==> src/rtl/tdd_seq_pkg.sv <==
package tdd_seq_pkg;

  typedef enum logic [1:0] {
    ST_IDLE    = 2'd0,
    ST_ARMED   = 2'd1,
    ST_WAITING = 2'd2,
    ST_RUNNING = 2'd3
  } tddState_t;

  // strobes from control to datapath
  typedef struct packed {
    logic clrAll;
    logic delayInc;
    logic frameInc;
    logic frameRestart;
    logic burstLoad;
    logic burstDec;
    logic outEn;
  } tddStrobe_t;

endpackage

==> src/rtl/tdd_sync_edge.sv <==
module tdd_sync_edge #(
  parameter int STAGES = 2
) (
  input  logic clk,
  input  logic rstN,
  input  logic asyncIn,
  output logic edgeOut
);

  logic [STAGES-1:0] chain;
  logic              lastLevel;

  always_ff @(posedge clk) begin
    if (!rstN) begin
      chain     <= '0;
      lastLevel <= 1'b0;
    end else begin
      chain     <= {chain[STAGES-2:0], asyncIn};
      lastLevel <= chain[STAGES-1];
    end
  end

  assign edgeOut = chain[STAGES-1] & ~lastLevel;

endmodule

==> src/rtl/tdd_datapath.sv <==
module tdd_datapath
  import tdd_seq_pkg::*;
#(
  parameter int                NUM_CH     = 4,
  parameter int                CNT_W      = 16,
  parameter int                BURST_W    = 8,
  parameter logic [NUM_CH-1:0] IDLE_LEVEL = '0
) (
  input  logic                    clk,
  input  logic                    rstN,
  input  tddStrobe_t              strobe,
  input  logic [CNT_W-1:0]        frameLen,
  input  logic [CNT_W-1:0]        startDelay,
  input  logic [BURST_W-1:0]      burstCount,
  input  logic [NUM_CH*CNT_W-1:0] chOn,
  input  logic [NUM_CH*CNT_W-1:0] chOff,
  output logic                    delayZero,
  output logic                    delayDone,
  output logic                    frameEnd,
  output logic                    infiniteBurst,
  output logic                    lastFrame,
  output logic [NUM_CH-1:0]       chOut
);

  localparam logic [CNT_W-1:0]   CNT_ONE   = CNT_W'(1);
  localparam logic [BURST_W-1:0] BURST_ONE = BURST_W'(1);

  logic [CNT_W-1:0]   delayCnt;
  logic [CNT_W-1:0]   frameCnt;
  logic [BURST_W-1:0] burstLeft;
  logic [NUM_CH-1:0]  inWindow;

  assign delayZero     = (startDelay == '0);
  assign delayDone     = (delayCnt == startDelay - CNT_ONE);
  assign frameEnd      = (frameCnt == frameLen - CNT_ONE);
  assign infiniteBurst = (burstCount == '0);
  assign lastFrame     = (burstLeft == BURST_ONE);

  always_ff @(posedge clk) begin
    if (!rstN)                 delayCnt <= '0;
    else if (strobe.clrAll)    delayCnt <= '0;
    else if (strobe.delayInc)  delayCnt <= delayCnt + CNT_ONE;
  end

  always_ff @(posedge clk) begin
    if (!rstN)
      frameCnt <= '0;
    else if (strobe.clrAll || strobe.frameRestart)
      frameCnt <= '0;
    else if (strobe.frameInc)
      frameCnt <= frameEnd ? '0 : frameCnt + CNT_ONE;
  end

  always_ff @(posedge clk) begin
    if (!rstN)                 burstLeft <= '0;
    else if (strobe.burstLoad) burstLeft <= burstCount;
    else if (strobe.burstDec)  burstLeft <= burstLeft - BURST_ONE;
  end

  for (genvar i = 0; i < NUM_CH; i++) begin : g_chan
    logic [CNT_W-1:0] onTime;
    logic [CNT_W-1:0] offTime;
    assign onTime      = chOn[i*CNT_W +: CNT_W];
    assign offTime     = chOff[i*CNT_W +: CNT_W];
    assign inWindow[i] = (frameCnt >= onTime) && (frameCnt < offTime);

    always_ff @(posedge clk) begin
      if (!rstN) chOut[i] <= IDLE_LEVEL[i];
      else       chOut[i] <= IDLE_LEVEL[i] ^ (strobe.outEn & inWindow[i]);
    end
  end

endmodule

==> src/rtl/tdd_ctrl.sv <==
module tdd_ctrl
  import tdd_seq_pkg::*;
(
  input  logic       clk,
  input  logic       rstN,
  input  logic       enable,
  input  logic       extSyncEn,
  input  logic       syncRstEn,
  input  logic       syncEdge,
  input  logic       delayZero,
  input  logic       delayDone,
  input  logic       frameEnd,
  input  logic       infiniteBurst,
  input  logic       lastFrame,
  output tddStrobe_t strobe,
  output tddState_t  state
);

  tddState_t nextState;
  logic      enPrev;
  logic      enRise;

  assign enRise = enable & ~enPrev;

  always_comb begin
    nextState    = state;
    strobe       = '0;
    strobe.outEn = (state == ST_RUNNING);
    unique case (state)
      ST_IDLE: begin
        if (enRise) begin
          nextState     = ST_ARMED;
          strobe.clrAll = 1'b1;
        end
      end
      ST_ARMED: begin
        if (!enable) begin
          nextState = ST_IDLE;
        end else if (!extSyncEn || syncEdge) begin
          strobe.clrAll    = 1'b1;
          strobe.burstLoad = 1'b1;
          nextState        = delayZero ? ST_RUNNING : ST_WAITING;
        end
      end
      ST_WAITING: begin
        if (!enable)        nextState = ST_IDLE;
        else if (delayDone) nextState = ST_RUNNING;
        else                strobe.delayInc = 1'b1;
      end
      ST_RUNNING: begin
        if (syncRstEn && syncEdge) begin
          strobe.frameRestart = 1'b1;
        end else begin
          strobe.frameInc = 1'b1;
          if (frameEnd) begin
            if (!enable || (!infiniteBurst && lastFrame))
              nextState = ST_IDLE;
            else if (!infiniteBurst)
              strobe.burstDec = 1'b1;
          end
        end
      end
      default: nextState = ST_IDLE;
    endcase
  end

  always_ff @(posedge clk) begin
    if (!rstN) begin
      state  <= ST_IDLE;
      enPrev <= 1'b0;
    end else begin
      state  <= nextState;
      enPrev <= enable;
    end
  end

endmodule

==> src/rtl/tdd_sequencer.sv <==
module tdd_sequencer
  import tdd_seq_pkg::*;
#(
  parameter int                NUM_CH      = 4,
  parameter int                CNT_W       = 16,
  parameter int                BURST_W     = 8,
  parameter int                SYNC_STAGES = 2,
  parameter logic [NUM_CH-1:0] IDLE_LEVEL  = '0
) (
  input  logic                    clk,
  input  logic                    rstN,
  input  logic                    enable,
  input  logic                    extSyncEn,
  input  logic                    syncRstEn,
  input  logic                    syncIn,
  input  logic [CNT_W-1:0]        frameLen,
  input  logic [CNT_W-1:0]        startDelay,
  input  logic [BURST_W-1:0]      burstCount,
  input  logic [NUM_CH*CNT_W-1:0] chOn,
  input  logic [NUM_CH*CNT_W-1:0] chOff,
  output logic [NUM_CH-1:0]       chOut,
  output logic [1:0]              state,
  output logic [NUM_CH-1:0]       idleLevel
);

  tddStrobe_t strobe;
  tddState_t  curState;
  logic       syncEdge;
  logic       delayZero;
  logic       delayDone;
  logic       frameEnd;
  logic       infiniteBurst;
  logic       lastFrame;

  assign state     = curState;
  assign idleLevel = IDLE_LEVEL;

  tdd_sync_edge #(.STAGES(SYNC_STAGES)) i_sync (
    .clk     (clk),
    .rstN    (rstN),
    .asyncIn (syncIn),
    .edgeOut (syncEdge)
  );

  tdd_ctrl i_ctrl (
    .clk           (clk),
    .rstN          (rstN),
    .enable        (enable),
    .extSyncEn     (extSyncEn),
    .syncRstEn     (syncRstEn),
    .syncEdge      (syncEdge),
    .delayZero     (delayZero),
    .delayDone     (delayDone),
    .frameEnd      (frameEnd),
    .infiniteBurst (infiniteBurst),
    .lastFrame     (lastFrame),
    .strobe        (strobe),
    .state         (curState)
  );

  tdd_datapath #(
    .NUM_CH     (NUM_CH),
    .CNT_W      (CNT_W),
    .BURST_W    (BURST_W),
    .IDLE_LEVEL (IDLE_LEVEL)
  ) i_dp (
    .clk           (clk),
    .rstN          (rstN),
    .strobe        (strobe),
    .frameLen      (frameLen),
    .startDelay    (startDelay),
    .burstCount    (burstCount),
    .chOn          (chOn),
    .chOff         (chOff),
    .delayZero     (delayZero),
    .delayDone     (delayDone),
    .frameEnd      (frameEnd),
    .infiniteBurst (infiniteBurst),
    .lastFrame     (lastFrame),
    .chOut         (chOut)
  );

endmodule

==> config.mk <==
export PLATFORM = sky130hd
export DESIGN_NAME = tdd_sequencer
export DESIGN_NICKNAME = d
export VERILOG_FILES = /design/src/rtl/tdd_seq_pkg.sv /design/src/rtl/tdd_sync_edge.sv /design/src/rtl/tdd_datapath.sv /design/src/rtl/tdd_ctrl.sv /design/src/rtl/tdd_sequencer.sv
export SDC_FILE = /design/constraint.sdc
export NUM_CORES = 1
export LEC_CHECK = 0
export ABC_CLOCK_PERIOD_IN_PS = 5600
export BUFFER_PORTS_ARGS = -buffer_cell sky130_fd_sc_hd__buf_4
export CORE_MARGIN = 5
export CORE_UTILIZATION = 38
export DETAILED_ROUTE_END_ITERATION = 7
export GPL_TIMING_DRIVEN = 0
export PLACE_DENSITY = 0.6
export SYNTH_ARGS = -nofsm -noshare
export SYNTH_HDL_FRONTEND = slang
export SYNTH_HIERARCHICAL = 1
export SYNTH_SLANG_ARGS = --single-unit
==> constraint.sdc <==
create_clock -name clk -period 5.6 [get_ports clk]
set_input_delay 1.12 -clock clk [delete_from_list [all_inputs] [get_ports clk]]
set_output_delay 1.12 -clock clk [all_outputs]
set_load 0.005 [all_outputs]
Word level (Yosys, flattened, before mapping)
Cells that the tools add are included.
{ "totals": {"wordCells": 93, "inputBits": 174, "regBits": 50, "out_inout_bits": 10} }
{ "op_classes": {"bitwise": 9, "order_cmp": 8, "n_addsub": 5, "n_eq_ne": 12, "n_reduce_logical": 19, "n_mux": 29} }
{ "op_table": {"columns": ["operator", "n"], "rows": [
  ["$ge A16 B16 Y1", 4],
  ["$lt A16 B16 Y1", 4],
  ["$add A16 B1 Y16 const B", 2],
  ["$eq A16 B16 Y1", 2],
  ["$sub A16 B1 Y16 const B", 2],
  ["$mux W2", 9],
  ["$logic_not A16 Y1", 1],
  ["$mux W16", 1],
  ["$mux W8", 2],
  ["$mux W1", 15],
  ["$eq A8 B1 Y1 const B", 1],
  ["$logic_not A8 Y1", 1],
  ["$pmux W2 S4", 1],
  ["$sub A8 B1 Y8 const B", 1],
  ["$and A1 B1 Y1", 6],
  ["$logic_and A1 B1 Y1", 6],
  ["$ne A2 B2 Y1 const B", 3],
  ["$reduce_and A6 Y1", 1],
  ["$eq A2 B2 Y1 const B", 2],
  ["$reduce_or A2 Y1", 2],
  ["$logic_not A1 Y1", 3],
  ["$logic_or A1 B1 Y1", 3],
  ["$ne A3 B2 Y1 const B", 1],
  ["$ne A3 B3 Y1 const B", 1],
  ["6 further kinds", 8]
]} }

Depth between registers and ports, before layout
{ "depth": {"depth_word": 10, "depth_mapped": 18, "mapped_depth_nobuf": 17} }

Cells and area by module
The synthesis kept the hierarchy.
{ "modules_own_cells": {"columns": ["module", "area_per_inst_um2", "n_inst", "cells_each", "seq_area_each_um2"], "rows": [
  ["tdd_datapath", 6179.7, 1, 794, 880.8],
  ["tdd_ctrl", 279.0, 1, 34, 60.1],
  ["tdd_sync_edge", 92.6, 1, 7, 60.1],
  ["tdd_sequencer", 33.8, 1, 5, 0.0]
]} }

Least setup slack after synthesis
Ideal clock, no wire load.
{ "synth_timing": {"path_type": "input to register", "start": "input frameLen[0]", "end": "register i_dp.burstLeft[7]", "setup_time_ps": 115, "setup_slack_ps": 450, "stages": 17, "n_path_buf": 1, "t_arrival_ps": 5035, "required_ps": 5485, "cell_sequence": "inv_1 -> ha_1 -> or4b_1 -> buf_2 -> a2111oi_1 -> a41oi_1 -> nor3_2 -> nor2_2 -> nor3_1 -> nand2_1 -> nor4b_1 -> or4b_2 -> or3_1 -> nor3_1 -> xnor2_1 -> o21ai_0 -> and2_1"} }
{ "synth_lines": {"columns": ["item", "line", "rtl"], "rows": [
  ["start: declaration", "tdd_sequencer.sv:16", "input logic [CNT_W-1:0] frameLen,"],
  ["end signal: assignment", "tdd_datapath.sv:56", "else if (strobe.burstLoad) burstLeft <= burstCount;"],
  ["end signal: assignment", "tdd_datapath.sv:57", "else if (strobe.burstDec) burstLeft <= burstLeft - BURST_ONE;"],
  ["end: declaration", "tdd_datapath.sv:30", "logic [BURST_W-1:0] burstLeft;"]
]} }

==> run metrics <==
DRC violations left 0; Tmin final 5.19 ns; Clock power frac 34.0%; # setup viols final 0; routed length per instance 15.0 um; status finished, final reports clean; XOR/XNOR share of the synthesized area 10.5%; Setup CP Type in2reg; simple-gate portion of the synthesized area 23.7%; Fin Setup TNS 0 ns; maxcap violations 0; Synth Instances 840; Placement Cell Area 8200 sq um; antenna cells 0; clock root buffer clkbuf_16; CP Max Fanout 7; Psw 0.271 mW; Switching Fraction 28.6%; Core ar. 17200 sq um; detailed-route vias per instance 4.93; Area contributors post-synth ha_1 (25%), dfxtp_1 (15%), inv_1 (7.6%); die width 142 um; skew final 0.00674 ns; fin cells 1252; Worst Max-Slew Pin Slew 0.897 ns; Lkg Pwr 4.40 nW; Top FF cell, synth dfxtp_1; complex-gate fraction of the synthesized area 15.6%; CP Data Arrival Time 5.38 ns; most frequent cells in the layout buf_4 (181), inv_1 (134), ha_1 (130); sequential cell area fraction in the yosys report 15.2%; Startpoint Class input port; Synth Register Bits 50; Critical Path RT 5.79 ns; Max clock buf depth 2; io pins 184; Cell Pwr Density 113 nW/um^2; drt first pass iters 4; P_int 0.675 mW; cts bufs inserted 5; VDD IR max 0.106 mV; main combinational cell family by area after synthesis adder cells; Post-DRT Antenna Nets 0; Die Y 142 um; layout cells sized above 1 22.7%; combinational share of power 27.7%; fin area 8370 sq um; EDFF count, synth 0; final hold vios 0; final WL 18700 um; met1 wire length 8880 um; Syn Area/Cell 7.84 sq um; WL met2 8780 um; Synth top area share 24.7%; DIE AREA 20100 sq um; critical path endpoint category flop; Syn. warnings 6; mapped cell area 6590 sq um; CTS tree done; HP Class reg2reg; GR Util All Layers 18.1%; grt ovf 0; met3 WL 927 um; Rel. slew slack 39.8%; clock latency on the worst-skew pair 0.30 ns; CTS Sinks 50; Yosys top cell by area ha_1; vias in the first global route 5965; commonest non-fill, non-tap cell in the layout buf_4; Worst-path clk slew 0.07 ns; RD Place Congestion 0.828; initial antenna violation count 0; synthesis-to-finish area growth 27.2%; PortBufs 176; postcts setup bufs 0; vias post-DR 6174; first-pass GRT wire length 29600 um; FP Rows 48; Total Nets Final 1330; placed cell count 1244; Slew Viols, Final 0; final worst-path cycle share 92.7%; DP Wirelength 15400 um; Post-Synth Adder-Cell Area 24.7%; H-tree levels 2; effective utilization at floorplan 38.3%; largest net degree at the start of global routing 19; unrepaired setup endpoints after global routing false; max layer used met4; Flop pwr share 38.2%; mux share of post-synthesis cell area 0.627%; drt first-iter violations 267; Yosys cell types 74; Async SR Flop Fraction 0%; fmax 193 MHz
[final cells by class]
class	instances	area [sq um]
buffer	19	124
sequential	50	1000
clock inverter	3	28.8
tap	225	282
multi-input combinational	639	4980
inverter	135	507
fill	1818	8800
clock buffer	5	125
timing repair buffer	176	1320
[stage by stage]
stage / util (%) / setup slack [ns] / power (mW) / hold slack (ns)
after floorplan: - / 0.450 / 0.497 / 0.406
after global placement: 47.7 / -0.355 / 0.630 / 0.409
after detailed placement: 47.7 / -0.392 / 0.632 / 0.417
after CTS: 48.7 / 0.155 / 0.959 / 0.434
after global routing: 48.7 / 0.0111 / 1.00 / 0.441
final: 48.7 / 0.408 / 0.946 / 0.433
[state kept, by name, summed over array words and instances, names as in the netlist]
| register | cells |
|---|---|
| i_dp/delayCnt | 16 |
| i_ctrl/enPrev | 1 |
| i_sync/lastLevel | 1 |
| i_ctrl/state | 2 |
| i_dp/chOut | 4 |
| i_dp/frameCnt | 16 |
| i_sync/chain | 2 |
| i_dp/burstLeft | 8 |
[cells by family (layout without fill, tap and decap cells)]
family	after synthesis	in the layout
fa+ha+maj	130	130
xor+xnor	79	79
simple gates	267	267
compound gates	155	155
mux	4	4
flops	50	50
buf+inv	154	338
other cells	1	4
[Yosys cell counts (7+ instances only)]
cell,n
a211oi_1,7
a21oi_1,40
ha_1,130
nand2b_1,16
xnor2_1,42
nor3_1,20
nor2_1,44
xor2_1,37
nor3_2,12
nor2b_1,14
and3_1,15
nand3_1,14
and2_1,11
inv_1,134
dfxtp_1,50
nand4_1,18
nand2_1,49
nor4_1,9
clkbuf_1,8
a21o_1,24
o21ai_0,35
[critical path, cell delays in order]
cell       delay (ns)
buf_4            0.13
inv_1            0.05
ha_1             0.25
or4b_1           0.44
buf_2            0.19
a2111oi_1        0.37
a41oi_1          0.11
nor3_2           0.18
nor2_2           0.10
nor3_2           0.29
nand2_1          0.17
nor4b_4          0.38
or4b_2           0.65
or3_1            0.37
nor3_1           0.20
xnor2_1          0.14
o21ai_0          0.08
and2_1           0.16
[repair_timing]
item | 4_1_cts | 5_1_grt
gates resized for setup | 1 | 2
hold buffers | 0 | 0
pin swaps | 0 | 0
setup endpoints to repair | 1 | 2
[final timing paths]
| path | startpoint | endpoint | slack, ns | cells past startpoint |
|---|---|---|---|---|
| worst max-delay path | frameLen[0] | i_dp/burstLeft[7] | 0.41 | 18 |
| worst min-delay path | i_sync/chain[0] | i_sync/chain[1] | 0.43 | 1 |
| worst max register to register | i_dp/frameCnt[11] | i_dp/burstLeft[7] | 1.21 | 15 |
| worst min register to register | i_sync/chain[0] | i_sync/chain[1] | 0.43 | 1 |
[per-layer routing]
layer,vias to the layer above,GRT usage [%]
met2,134,31.4
met4,0,2.88
met3,14,2.36
li1,3291,-
met5,-,0
met1,2735,24.3
[power by group through the flow]
stage / Sequential [mW] / Combinational, mW / Clock [mW]
floorplan: 0.370 / 0.127 / 0
global placement: 0.370 / 0.260 / 0
detailed placement: 0.370 / 0.262 / 0
CTS: 0.362 / 0.264 / 0.334
global route: 0.362 / 0.294 / 0.346
finish: 0.362 / 0.262 / 0.322
(Power assumes the default switching activity.)
